File: src/rtl/bdiag_pkg.sv
package bdiag_pkg;
  localparam int ISO_BIT = 0;
  localparam int FEN_BIT = 1;
  localparam int CPU_BIT = 2;
  localparam int ARD_BIT = 3;
  localparam int AWR_BIT = 4;
  localparam int MIN_W   = 5;

  typedef struct packed {
    logic cpu;
    logic fen;
    logic iso;
  } ctrl_t;
endpackage

File: src/rtl/bdiag_rst_sync.sv
module bdiag_rst_sync #(
  parameter int STAGES = 2
) (
  input  logic clk,
  input  logic rst_n,
  output logic rst_n_sync
);
  logic [STAGES-1:0] sync_q;

  always_ff @(posedge clk or negedge rst_n) begin
    if (!rst_n) sync_q <= '0;
    else        sync_q <= {sync_q[STAGES-2:0], 1'b1};
  end

  assign rst_n_sync = sync_q[STAGES-1];
endmodule

File: src/rtl/bdiag_ctrl_reg.sv
module bdiag_ctrl_reg
  import bdiag_pkg::*;
#(
  parameter int DATA_W = 16
) (
  input  logic              clk,
  input  logic              rst_n,
  input  logic              wr_en,
  input  logic [DATA_W-1:0] wdata,
  output ctrl_t             ctrl_q,
  output ctrl_t             ctrl_d,
  output logic              arm_rd_req,
  output logic              arm_wr_req,
  output logic [DATA_W-1:0] rdata
);
  logic unused_wbits;

  always_comb begin
    ctrl_d = ctrl_q;
    if (wr_en) begin
      ctrl_d.iso = wdata[ISO_BIT];
      ctrl_d.fen = wdata[FEN_BIT];
      ctrl_d.cpu = wdata[CPU_BIT];
    end
  end

  assign arm_rd_req   = wr_en & wdata[ARD_BIT] & wdata[ISO_BIT];
  assign arm_wr_req   = wr_en & wdata[AWR_BIT] & wdata[ISO_BIT];
  assign unused_wbits = ^wdata;

  always_ff @(posedge clk or negedge rst_n) begin
    if (!rst_n) begin
      ctrl_q.iso <= 1'b1;
      ctrl_q.fen <= 1'b0;
      ctrl_q.cpu <= 1'b0;
    end else if (wr_en) begin
      ctrl_q <= ctrl_d;
    end
  end

  always_comb begin
    rdata          = '0;
    rdata[ISO_BIT] = ctrl_q.iso;
    rdata[FEN_BIT] = ctrl_q.fen;
    rdata[CPU_BIT] = ctrl_q.cpu;
  end
endmodule

File: src/rtl/bdiag_fault_gen.sv
module bdiag_fault_gen (
  input  logic clk,
  input  logic rst_n,
  input  logic iso_q,
  input  logic iso_d,
  input  logic fen_d,
  output logic fault_pulse
);
  logic fault_d;

  always_comb begin
    fault_d = iso_q & ~iso_d & fen_d;
  end

  always_ff @(posedge clk or negedge rst_n) begin
    if (!rst_n) fault_pulse <= 1'b0;
    else        fault_pulse <= fault_d;
  end
endmodule

File: src/rtl/bdiag_tag_seq.sv
module bdiag_tag_seq #(
  parameter int IDX_W = 8
) (
  input  logic             clk,
  input  logic             rst_n,
  input  logic             iso_d,
  input  logic             arm_rd_req,
  input  logic             arm_wr_req,
  input  logic             cpu_q,
  input  logic             mem_rd_vld,
  input  logic [IDX_W-1:0] mem_rd_idx,
  output logic             rd_stb,
  output logic             wr_stb,
  output logic             stb_cpu,
  output logic [IDX_W-1:0] stb_idx
);
  logic arm_rd_q, arm_wr_q, arm_rd_d, arm_wr_d;
  logic consume, exec_rd, exec_wr;

  always_comb begin
    consume = mem_rd_vld & (arm_rd_q | arm_wr_q);
    exec_wr = mem_rd_vld & arm_wr_q;
    exec_rd = mem_rd_vld & arm_rd_q & ~arm_wr_q;

    arm_rd_d = arm_rd_q;
    arm_wr_d = arm_wr_q;
    if (consume) begin
      arm_rd_d = 1'b0;
      arm_wr_d = 1'b0;
    end
    if (arm_rd_req) arm_rd_d = 1'b1;
    if (arm_wr_req) arm_wr_d = 1'b1;
    if (!iso_d) begin
      arm_rd_d = 1'b0;
      arm_wr_d = 1'b0;
    end
  end

  always_ff @(posedge clk or negedge rst_n) begin
    if (!rst_n) begin
      arm_rd_q <= 1'b0;
      arm_wr_q <= 1'b0;
      rd_stb   <= 1'b0;
      wr_stb   <= 1'b0;
    end else begin
      arm_rd_q <= arm_rd_d;
      arm_wr_q <= arm_wr_d;
      rd_stb   <= exec_rd;
      wr_stb   <= exec_wr;
    end
  end

  always_ff @(posedge clk or negedge rst_n) begin
    if (!rst_n) begin
      stb_cpu <= 1'b0;
      stb_idx <= '0;
    end else if (consume) begin
      stb_cpu <= cpu_q;
      stb_idx <= mem_rd_idx;
    end
  end
endmodule

File: src/rtl/bdiag_ctrl.sv
module bdiag_ctrl
  import bdiag_pkg::*;
#(
  parameter int DATA_W = 16,
  parameter int IDX_W  = 8
) (
  input  logic              clk,
  input  logic              rst_n,
  input  logic              reg_wr,
  input  logic [DATA_W-1:0] reg_wdata,
  output logic [DATA_W-1:0] reg_rdata,
  input  logic              mem_rd_vld,
  input  logic [IDX_W-1:0]  mem_rd_idx,
  output logic              isolate,
  output logic              fault_pulse,
  output logic              tag_rd_stb,
  output logic              tag_wr_stb,
  output logic              tag_cpu,
  output logic [IDX_W-1:0]  tag_idx,
  output logic              cap_data,
  output logic              cap_stat
);
  ctrl_t ctrl_q, ctrl_d;
  logic  rst_n_sync, arm_rd_req, arm_wr_req;

  initial begin
    if (DATA_W < MIN_W) $error("DATA_W too small");
  end

  bdiag_rst_sync #(.STAGES(2)) u_rst (
    .clk(clk), .rst_n(rst_n), .rst_n_sync(rst_n_sync)
  );

  bdiag_ctrl_reg #(.DATA_W(DATA_W)) u_reg (
    .clk(clk), .rst_n(rst_n_sync), .wr_en(reg_wr), .wdata(reg_wdata),
    .ctrl_q(ctrl_q), .ctrl_d(ctrl_d), .arm_rd_req(arm_rd_req),
    .arm_wr_req(arm_wr_req), .rdata(reg_rdata)
  );

  bdiag_fault_gen u_fault (
    .clk(clk), .rst_n(rst_n_sync), .iso_q(ctrl_q.iso), .iso_d(ctrl_d.iso),
    .fen_d(ctrl_d.fen), .fault_pulse(fault_pulse)
  );

  bdiag_tag_seq #(.IDX_W(IDX_W)) u_tag (
    .clk(clk), .rst_n(rst_n_sync), .iso_d(ctrl_d.iso),
    .arm_rd_req(arm_rd_req), .arm_wr_req(arm_wr_req), .cpu_q(ctrl_q.cpu),
    .mem_rd_vld(mem_rd_vld), .mem_rd_idx(mem_rd_idx),
    .rd_stb(tag_rd_stb), .wr_stb(tag_wr_stb), .stb_cpu(tag_cpu),
    .stb_idx(tag_idx)
  );

  assign isolate  = ctrl_q.iso;
  assign cap_data = tag_rd_stb;
  assign cap_stat = tag_rd_stb;
endmodule

File: config.mk
export PLATFORM = sky130hd
export DESIGN_NAME = bdiag_ctrl
export DESIGN_NICKNAME = d
export VERILOG_FILES = /design/src/rtl/bdiag_pkg.sv /design/src/rtl/bdiag_rst_sync.sv /design/src/rtl/bdiag_ctrl_reg.sv /design/src/rtl/bdiag_fault_gen.sv /design/src/rtl/bdiag_tag_seq.sv /design/src/rtl/bdiag_ctrl.sv
export SDC_FILE = /design/constraint.sdc
export NUM_CORES = 1
export LEC_CHECK = 0
export BUFFER_PORTS_ARGS = -buffer_cell sky130_fd_sc_hd__buf_2
export CAP_MARGIN = 20
export CORE_MARGIN = 2
export CORE_UTILIZATION = 39
export DETAILED_ROUTE_END_ITERATION = 16
export GPL_ROUTABILITY_DRIVEN = 0
export GPL_TIMING_DRIVEN = 0
export PLACE_DENSITY_LB_ADDON = 0.3
export SYNTH_ARGS = -nofsm -noshare
export SYNTH_HDL_FRONTEND = slang
export SYNTH_SLANG_ARGS = --single-unit
export TNS_END_PERCENT = 5
File: constraint.sdc
create_clock -name clk -period 1 [get_ports clk]
set_input_delay 0.1 -clock clk [delete_from_list [all_inputs] [get_ports clk]]
set_output_delay 0.1 -clock clk [all_outputs]
set_load 0.02 [all_outputs]
==> results.py, run 1 <==
metrics = {
    "run_status": {
        "status": "finished, violations left",
        "violations": "setup timing",
    },
    "place": {
        "portBuffers": 34,
        "dp_hpwl_um": 1080,
        "pre_cts_slack_ns": -0.249,
        "dp_cells": 135,
        "placed_area_um2": 1070,
    },
    "clock_tree": {
        "clk_latency_ns": 0.29,
        "cts_tree": "done",
        "clockBufferDepth": 2,
        "clockRootBuffer": "clkbuf_4",
        "numCtsBuffers": 3,
        "clock_sinks": 19,
        "clkTransAtPathRegs_ns": 0.10,
        "ctsHtreeMaxLevel": 1,
    },
    "detailed_routing": {
        "drt_iter0_drc": 4,
        "wl_per_cell_um": 10.1,
        "vias": 582,
        "drc": 0,
        "routed_wl_um": 1430,
        "postRouteAntennaNets": 0,
        "via_per_inst": 4.10,
        "dr.pass1.iters": 2,
    },
    "power": {
        "seq_power_share_pct": 49.9,
        "power_leakage_nw": 0.647,
        "p_int_w": 0.00133,
        "pwr-share-comb_pct": 30.7,
        "power_switching_w": 0.000603,
        "ir_drop_mv": 1.04,
        "pwr_density_cell_nw_per_um2": 1620,
        "clkPwrFrac_pct": 19.4,
        "netSwitchingFraction_pct": 31.2,
    },
    "floorplan": {
        "coreArea_um2": 1980,
        "ios": 59,
        "die-width_um": 50.0,
        "start_util_pct": 41.7,
        "die_h_um": 50.0,
        "core.rowCount": 16,
        "dieArea_um2": 2500,
    },
    "timing": {
        "drv_slew": 0,
        "min_period_ns": 1.18,
        "worst_pin_slew_ns": 0.654,
        "timing.final.crit_share_pct": 118,
        "slew_headroom_pct": 56.4,
        "layout_setup_ws_ns": -0.182,
        "fmax_ghz": 0.846,
        "fin_skew_ns": 0.00519,
        "hold_viol": 0,
        "fin_hold_ws_ns": 0.0326,
        "fin_tns_setup_ns": -1.95,
        "setup_viol": 14,
        "rsz0062_at_grt": "true",
    },
    "setup_path": {
        "crit_chain": "o21ai_4 > buf_12 > mux2_2",
        "criticalPathCategory": "reg -> reg",
        "end_kind": "register",
        "crit_buf_inv": 1,
        "critPathSlowestCell": "dfrtp_2",
        "worstPathArrival_ns": 1.36,
        "crit_fanout": 9,
        "crit_family": "flip-flops",
        "cp_slowest_stage_delay_ns": 0.44,
        "crit_path_start_kind": "register",
        "critical_path_required_ns": 1.18,
    },
    "grt": {
        "antenna_found_initial": 0,
        "grt_first_pass_wirelength_um": 2400,
        "grt_use_total_pct": 12.7,
        "grt_pass1_vias": 554,
        "overflow": 0,
        "grt_start_max_net_pins": 18,
    },
    "cells_and_area": {
        "layout.nets": 144,
        "nFillCells": 177,
        "area_delta_synth_final_pct": 44.2,
        "layout.cells.most_common": "buf_2",
        "final_cell_mix": "buf_2 (28), buf_4 (17), dfrtp_1 (17)",
        "antenna_cells": 0,
        "fin_cells": 142,
        "drive_gt1_share_pct": 62.6,
        "stdcell_area_um2": 1190,
    },
    "synthesis": {
        "yosys.area.top_type": "dfrtp_1",
        "synth_area_leaders": "dfrtp_1 (55%), buf_4 (15%), mux2_2 (15%), dfstp_2 (3.2%), o2bb2ai_1 (2.1%)",
        "ys_ff_latch": 19,
        "ys_seq_area_share_pct": 57.7,
        "netlist_area_um2": 826,
        "synthCells": 62,
        "avgSynthCellArea_um2": 13.3,
        "synth.distinct_cells": 15,
        "synth_top_area_share_pct": 54.5,
        "yosysWarningCount": 0,
    },
    "worst_hold_path": {
        "hp-class": "in -> reg",
    },
    "run": {
        "maxCapViolCount": 0,
    },
}
[cell type report]
cell class | instances | area, um^2 | share of cell area [%]
plain buffers | 17 | 135 | 11.3
clock buffers | 4 | 26.3 | 2.21
flip-flops and latches | 19 | 478 | 40.1
multi-input cells | 37 | 273 | 22.9
inverters | 1 | 3.75 | 0.315
well taps | 27 | 33.8 | 2.84
repair buffers | 37 | 241 | 20.3
[what timing repair did]
item,in CTS,in global routing
gates resized for setup,9,8
buffers inserted,2,0
setup endpoints to repair,14,19
endpoints found under the hold margin,2,0
gates cloned,0,0
hold buffers,1,0
pin swaps,1,0
[power groups by stage]
stage          logic, W  clock network [W]  registers (W)
2_1_floorplan  0.000228                  0        0.00110
3_3_place_gp   0.000524                  0       0.000964
6_report       0.000594           0.000375       0.000965
5_1_grt        0.000629           0.000441       0.000984
4_1_cts        0.000568           0.000395       0.000961
3_5_place_dp   0.000529                  0       0.000973
[synthesized netlist by cell type (all sizes together)]
library cell and count:
a21oi 2, and2 1, and4b 1, buf 17, conb 2, dfrtp 18
dfstp 1, inv 1, mux2 11, nand2 2, nand2b 1, nor2 1
nor3b 1, o21ai 1, o2bb2ai 2
[worst reg2reg max path, delay by kind of cell (launching register included)]
kind,cells,cell delay (ns)
multiplexers,1,0.33
AO/OA/AOI/OAI,1,0.17
buffers and inverters,1,0.14
flip-flops,1,0.44
[routing by layer]
layer,global-route usage (%),share of wire [%],vias up
met1,14.1,40,274
li1,-,-,283
met5,0,0,-
met4,5.56,0,0
met2,22.1,53,25
met3,3.94,6.4,0
[cells by family (layout without fill, tap and decap cells)]
group | count (synthesis) | after routing | synth area share, %
buffers and inverters | 18 | 59 | 15.9
multiplexers | 11 | 11 | 15.0
AND/OR/NAND/NOR | 7 | 7 | 5.15
flip-flops | 19 | 19 | 57.7
AO/OA/AOI/OAI | 5 | 5 | 5.30
other | 2 | 14 | 0.909
[flip-flops by register name, summed over array words and instances (netlist names)]
name,flops
u_reg.ctrl_q,3
u_tag.stb_idx,8
u_fault.fault_pulse,1
u_tag.rd_stb,1
u_tag.arm_wr_q,1
u_tag.stb_cpu,1
u_rst.sync_q,2
u_tag.wr_stb,1
u_tag.arm_rd_q,1
[path summary, 6_finish.rpt]
check | to | from | slack [ns] | depth (start not counted)
setup / recovery | u_tag.stb_idx[3]$_DFFE_PN0P_ | u_tag.arm_wr_q$_DFFE_PN0P_ | -0.18 | 3
hold / removal | u_tag.stb_idx[6]$_DFFE_PN0P_ | mem_rd_idx[6] | 0.03 | 2
setup reg to reg | u_tag.stb_idx[3]$_DFFE_PN0P_ | u_tag.arm_wr_q$_DFFE_PN0P_ | -0.18 | 3
hold reg to reg | u_reg.ctrl_q[2]$_DFFE_PN0P_ | u_rst.sync_q[1]$_DFF_PN0_ | 0.28 | 0
max in group asynchronous | u_tag.arm_wr_q$_DFFE_PN0P_ | u_rst.sync_q[1]$_DFF_PN0_ | 0.26 | 0
min in group asynchronous | u_rst.sync_q[0]$_DFF_PN0_ | rst_n | 0.10 | 2
[stage by stage]
stage / total power (W) / util, %
floorplan: 0.00133 / -
global placement: 0.00149 / 54.2
detailed placement: 0.00150 / 54.2
CTS: 0.00192 / 58.8
global route: 0.00205 / 60.1
finish: 0.00193 / 60.1
No activity file was read; power rests on OpenSTA's default activity.
==> inputs of run 2 (changes only) <==
Settings changed: REMOVE_ABC_BUFFERS set to 1.
==> run 2 against run 1 <==
  * The run still ends with setup timing left
  * Setup slack better by 0.0065 ns
  * Largest power group unchanged
  * Maximum frequency rose by 0.56%
  * Sequential share of layout area increased by 6.0 points
  * Non-clock buffer count fell by 16
  * Largest cell class unchanged
  * Wire length decreased by 13%
==> results.py, run 2 (synthesis gave the netlist of run 1 again) <==
metrics = {
    "cells_and_area": {
        "antenna_cells": 0,
        "reg_top3": "u_tag.stb_idx (8), u_reg.ctrl_q (3), u_rst.sync_q (2)",
        "fin_cells": 126,
        "layout.cells.most_common": "buf_2",
        "drive_gt1_share_pct": 57.6,
        "final_cell_mix": "buf_2 (32), dfrtp_1 (17), conb_1 (14)",
        "regMostFlops": "u_tag.stb_idx",
        "layout.nets": 128,
        "stdcell_area_um2": 1040,
        "utilization_pct": 52.3,
        "nFillCells": 193,
        "seqCellArea_um2": 478,
        "largest_reg_flops": 8,
        "multi_input_area_um2": 265,
        "area_delta_synth_final_pct": 25.5,
    },
    "setup_path": {
        "worstPathArrival_ns": 1.36,
        "crit_chain": "o21ai_4 > buf_12 > mux2_2",
        "r2r-start": "u_tag.arm_rd_q$_DFFE_PN0P_",
        "critPathSlowestCell": "dfrtp_1",
        "crit_buf_inv": 1,
        "crit_path_start_kind": "register",
        "cp_slowest_stage_delay_ns": 0.43,
        "critical_path_required_ns": 1.18,
        "criticalPathCategory": "reg -> reg",
        "end_kind": "register",
        "crit_fanout": 9,
        "crit_family": "flip-flops",
        "startpoint": "u_tag.arm_rd_q$_DFFE_PN0P_",
    },
    "floorplan": {
        "core.rowCount": 16,
        "die-width_um": 50.0,
        "coreArea_um2": 1980,
        "die_h_um": 50.0,
        "ios": 59,
        "start_util_pct": 41.7,
        "dieArea_um2": 2500,
    },
    "power": {
        "ir_drop_mv": 0.777,
        "netSwitchingFraction_pct": 31.4,
        "pwr_density_cell_nw_per_um2": 1760,
        "pwr-share-comb_pct": 27.8,
        "p_int_w": 0.00125,
        "clkPwrFrac_pct": 20.0,
        "total_power_w": 0.00182,
        "seq_power_share_pct": 52.2,
        "power_leakage_nw": 0.547,
        "power_switching_w": 0.000572,
    },
    "detailed_routing": {
        "via_per_inst": 4.19,
        "drt_iter0_drc": 3,
        "dr.pass1.iters": 2,
        "wl_per_cell_um": 9.87,
        "vias": 528,
        "drc": 0,
        "wl_met2_um": 598,
        "routed_wl_um": 1240,
        "postRouteAntennaNets": 0,
        "met1_length_um": 509,
        "wl_met3_um": 120,
        "maxUsedRoutingLayer": "met4",
    },
    "timing": {
        "min_period_ns": 1.18,
        "slew_headroom_pct": 57.5,
        "fin_skew_ns": 0.00782,
        "worst_pin_slew_ns": 0.637,
        "rsz0062_at_grt": "true",
        "fmax_ghz": 0.851,
        "timing.final.crit_share_pct": 118,
        "hold_viol": 0,
        "setup_viol": 11,
        "drv_slew": 0,
        "layout_setup_ws_ns": -0.176,
        "fin_tns_setup_ns": -1.73,
    },
    "clock_tree": {
        "numCtsBuffers": 3,
        "clock_sinks": 19,
        "ctsHtreeMaxLevel": 1,
        "clockBufferDepth": 2,
        "clkTransAtPathRegs_ns": 0.11,
        "cts_tree": "done",
        "clk_latency_ns": 0.29,
        "clockRootBuffer": "clkbuf_4",
    },
    "run_status": {
        "violations": "setup timing",
        "status": "finished, violations left",
    },
    "grt": {
        "grt_pass1_vias": 482,
        "overflow": 0,
        "grt_use_total_pct": 10.4,
        "antenna_found_initial": 0,
        "grt_start_max_net_pins": 18,
        "grt_first_pass_wirelength_um": 2030,
    },
    "place": {
        "portBuffers": 34,
        "dp_cells": 118,
        "placed_area_um2": 947,
    },
    "worst_hold_path": {
        "hp-class": "in -> reg",
        "min_from": "mem_rd_idx[6]",
    },
    "run": {
        "maxCapViolCount": 0,
    },
}
run 2: cell types whose count changed in the layout (fill, tap and decap cells not counted):
cell | previous run | this run
buf_2 | 28 | 32
buf_4 | 17 | 2
buf_6 | 7 | 2
clkbuf_1 | 1 | 0
clkinv_2 | 0 | 1
mux2_2 | 9 | 11
mux2_4 | 2 | 0
run 2: path summary, 6_finish.rpt:
kind / slack [ns] / to / cells past startpoint
max reg2reg: -0.18 / u_tag.stb_idx[2]$_DFFE_PN0P_ / 3
min: 0.04 / u_tag.stb_idx[6]$_DFFE_PN0P_ / 2
max in group asynchronous: 0.30 / u_tag.arm_wr_q$_DFFE_PN0P_ / 0
min in group asynchronous: 0.12 / u_rst.sync_q[0]$_DFF_PN0_ / 2
max: -0.18 / u_tag.stb_idx[2]$_DFFE_PN0P_ / 3
min reg2reg: 0.26 / u_fault.fault_pulse$_DFF_PN0_ / 0
run 2: routing by layer:
layer,track usage [%],vias to the layer above
met3,3.64,2
met1,12.2,245
met2,18.0,32
met5,0,-
li1,-,249
met4,2.78,0
run 2: layout make-up:
| cell class | instances | area share, % |
|---|---|---|
| Clock buffer | 3 | 2.17 |
| Clock inverter | 1 | 0.483 |
| Inverter | 1 | 0.362 |
| Multi-Input combinational cell | 37 | 25.6 |
| Sequential cell | 19 | 46.1 |
| Tap cell | 27 | 3.26 |
| Timing Repair Buffer | 38 | 22.0 |
run 2: per-stage QoR:
step / hold WS, ns / setup WS [ns]
floorplan: -0.196 / -0.162
global placement: -0.115 / -0.254
detailed placement: -0.112 / -0.279
CTS: 0.0336 / -0.182
global route: 0.0272 / -0.226
finish: 0.0403 / -0.176
run 2: worst reg2reg max path, stage by stage, from the launching register on:
cell and delay (ns):
dfrtp_1 0.43, o21ai_4 0.18, buf_12 0.14, mux2_2 0.33
run 2: power groups by stage:
| stage | sequential, W | combinational [W] | clock (W) |
|---|---|---|---|
| floorplan | 0.00111 | 0.000160 | 0 |
| global placement | 0.000962 | 0.000473 | 0 |
| detailed placement | 0.000971 | 0.000480 | 0 |
| CTS | 0.000954 | 0.000511 | 0.000383 |
| global route | 0.000973 | 0.000538 | 0.000420 |
| finish | 0.000950 | 0.000505 | 0.000365 |
run 2: repair_timing:
action | CTS | global route
pin swaps | 1 | 1
hold buffers | 1 | 0
gates resized for setup | 5 | 1
setup buffers | 3 | 0
endpoints found under the hold margin | 2 | 0
setup endpoints to repair | 11 | 13
==> inputs of run 3 (changes only) <==
Settings changed: CORE_UTILIZATION 39 to 41, CTS_BUF_LIST set to sky130_fd_sc_hd__clkbuf_8, CTS_CLUSTER_SIZE set to 25.
==> run 3 against run 2 <==
  * Wire length up 12%
  * Critical path depth unchanged
  * Critical endpoint is now u_tag.stb_idx[5]$_DFFE_PN0P_
  * Register-to-register slack better by 0.03 ns
  * Flip-flop and latch count unchanged
  * Via count up 2.3%
  * The run still ends with setup timing left
  * Combinational power up 12%
  * Clock skew down 0.0067 ns
  * Global-route usage up 2.5 points
  * Count of clock-buffer cells in the layout unchanged
  * Largest power group unchanged
==> results.py, run 3 (synthesis gave the netlist of run 1 again) <==
metrics = {
    "cells_and_area": {
        "area_delta_synth_final_pct": 31.8,
        "regMostFlops": "u_tag.stb_idx",
        "multi_input_area_um2": 299,
        "seqCellArea_um2": 477,
        "antenna_cells": 0,
        "layout.cells.most_common": "buf_2",
        "layout.nets": 129,
        "nFillCells": 177,
        "final_cell_mix": "buf_2 (32), dfrtp_1 (18), conb_1 (14)",
        "reg_top3": "u_tag.stb_idx (8), u_reg.ctrl_q (3), u_rst.sync_q (2)",
        "drive_gt1_share_pct": 57.0,
        "largest_reg_flops": 8,
    },
    "detailed_routing": {
        "drc": 0,
        "postRouteAntennaNets": 0,
        "wl_per_cell_um": 11.0,
        "vias": 540,
        "routed_wl_um": 1390,
        "drt_iter0_drc": 6,
        "dr.pass1.iters": 3,
        "via_per_inst": 4.25,
    },
    "clock_tree": {
        "clockBufferDepth": 2,
        "ctsHtreeMaxLevel": 1,
        "cts_tree": "done",
        "numCtsBuffers": 3,
        "clock_sinks": 19,
        "clk_latency_ns": 0.25,
        "clkTransAtPathRegs_ns": 0.07,
        "clockRootBuffer": "clkbuf_8",
    },
    "grt": {
        "grt_use_total_pct": 12.9,
        "grt_pass1_vias": 536,
        "grt_first_pass_wirelength_um": 2330,
        "grt_start_max_net_pins": 18,
        "overflow": 0,
        "antenna_found_initial": 0,
    },
    "timing": {
        "slew_headroom_pct": 55.7,
        "fin_hold_ws_ns": 0.0717,
        "fmax_ghz": 0.870,
        "hold_viol": 0,
        "layout_setup_ws_ns": -0.150,
        "min_period_ns": 1.15,
        "timing.final.crit_share_pct": 115,
        "setup_viol": 11,
        "fin_tns_setup_ns": -1.43,
        "drv_slew": 0,
        "worst_pin_slew_ns": 0.664,
        "fin_skew_ns": 0.00109,
        "rsz0062_at_grt": "true",
    },
    "setup_path": {
        "crit_path_start_kind": "register",
        "crit_chain": "o21ai_4 > buf_6 > mux2_4",
        "worstPathArrival_ns": 1.29,
        "critical_path_required_ns": 1.14,
        "crit_fanout": 4,
        "critPathSlowestCell": "dfrtp_1",
        "crit_family": "flip-flops",
        "end_kind": "register",
        "cp_slowest_stage_delay_ns": 0.41,
        "criticalPathCategory": "reg -> reg",
        "crit_buf_inv": 1,
    },
    "place": {
        "pre_cts_slack_ns": -0.281,
        "dp_hpwl_um": 977,
        "portBuffers": 34,
    },
    "power": {
        "total_power_w": 0.00206,
        "ir_drop_mv": 0.809,
        "pwr_density_cell_nw_per_um2": 1890,
        "power_leakage_nw": 0.597,
    },
    "floorplan": {
        "start_util_pct": 43.0,
        "dieArea_um2": 2390,
        "ios": 59,
        "die-width_um": 48.9,
        "die_h_um": 48.9,
        "core.rowCount": 16,
        "coreArea_um2": 1920,
    },
    "run_status": {
        "violations": "setup timing",
        "status": "finished, violations left",
    },
    "worst_hold_path": {
        "hp-class": "in -> reg",
    },
    "run": {
        "maxCapViolCount": 0,
    },
}
-- run 3: worst register-to-register path, cell delays in order (launching register included) --
cell     delay (ns)
dfrtp_1        0.41
o21ai_4        0.18
buf_6          0.14
mux2_4         0.30
-- run 3: area by class of cell --
cell class	count	share of cell area, %
Clock inverter	1	0.690
Sequential cell	19	43.8
Inverter	1	0.345
Clock buffer	3	3.79
Tap cell	27	3.10
Timing Repair Buffer	39	20.8
Multi-Input combinational cell	37	27.5
-- run 3: power by group --
group	switching [W]	internal [W]	total [W]
registers	0.0000708	0.000886	0.000957
clock network	0.000260	0.000281	0.000541
logic	0.000300	0.000264	0.000564
total	0.000631	0.00143	0.00206
-- run 3: what timing repair did --
item	4_1_cts	5_1_grt
pin swaps	1	1
endpoints found under the hold margin	2	0
resized for setup	14	1
gates cloned	0	0
endpoints found under the setup margin	11	13
hold buffers	1	0
buffers inserted	4	0
-- run 3: stage by stage --
| step | cell area [um^2] | utilization (%) | instances |
|---|---|---|---|
| after floorplan | 743 | - | 57 |
| after CTS | 1090 | 56.5 | 127 |
| after global routing | 1090 | 56.6 | 127 |
| after global placement | 947 | 49.3 | 118 |
| final | 1090 | 56.6 | 127 |
| after detailed placement | 947 | 49.3 | 118 |
-- run 3: per-layer routing --
metal / vias to the layer above / GRT usage [%] / wire length [um]
met5: - / 0 / 0
met4: 0 / 8.57 / 28
met3: 4 / 2.76 / 76
met2: 27 / 22.1 / 700
met1: 255 / 14.5 / 585
li1: 254 / - / -
-- run 3: path summary, 6_finish.rpt --
| path | start | to | slack (ns) | depth (start not counted) |
|---|---|---|---|---|
| worst max-delay path | u_tag.arm_wr_q$_DFFE_PN0P_ | u_tag.stb_idx[5]$_DFFE_PN0P_ | -0.15 | 3 |
| worst min register to register | u_rst.sync_q[1]$_DFF_PN0_ | u_tag.stb_idx[1]$_DFFE_PN0P_ | 0.28 | 0 |
| worst min-delay path | reg_wdata[2] | u_reg.ctrl_q[2]$_DFFE_PN0P_ | 0.07 | 2 |
| worst max register to register | u_tag.arm_wr_q$_DFFE_PN0P_ | u_tag.stb_idx[5]$_DFFE_PN0P_ | -0.15 | 3 |
| min in group asynchronous | rst_n | u_rst.sync_q[0]$_DFF_PN0_ | 0.15 | 2 |
| max in group asynchronous | u_rst.sync_q[1]$_DFF_PN0_ | u_tag.wr_stb$_DFF_PN0_ | 0.30 | 0 |
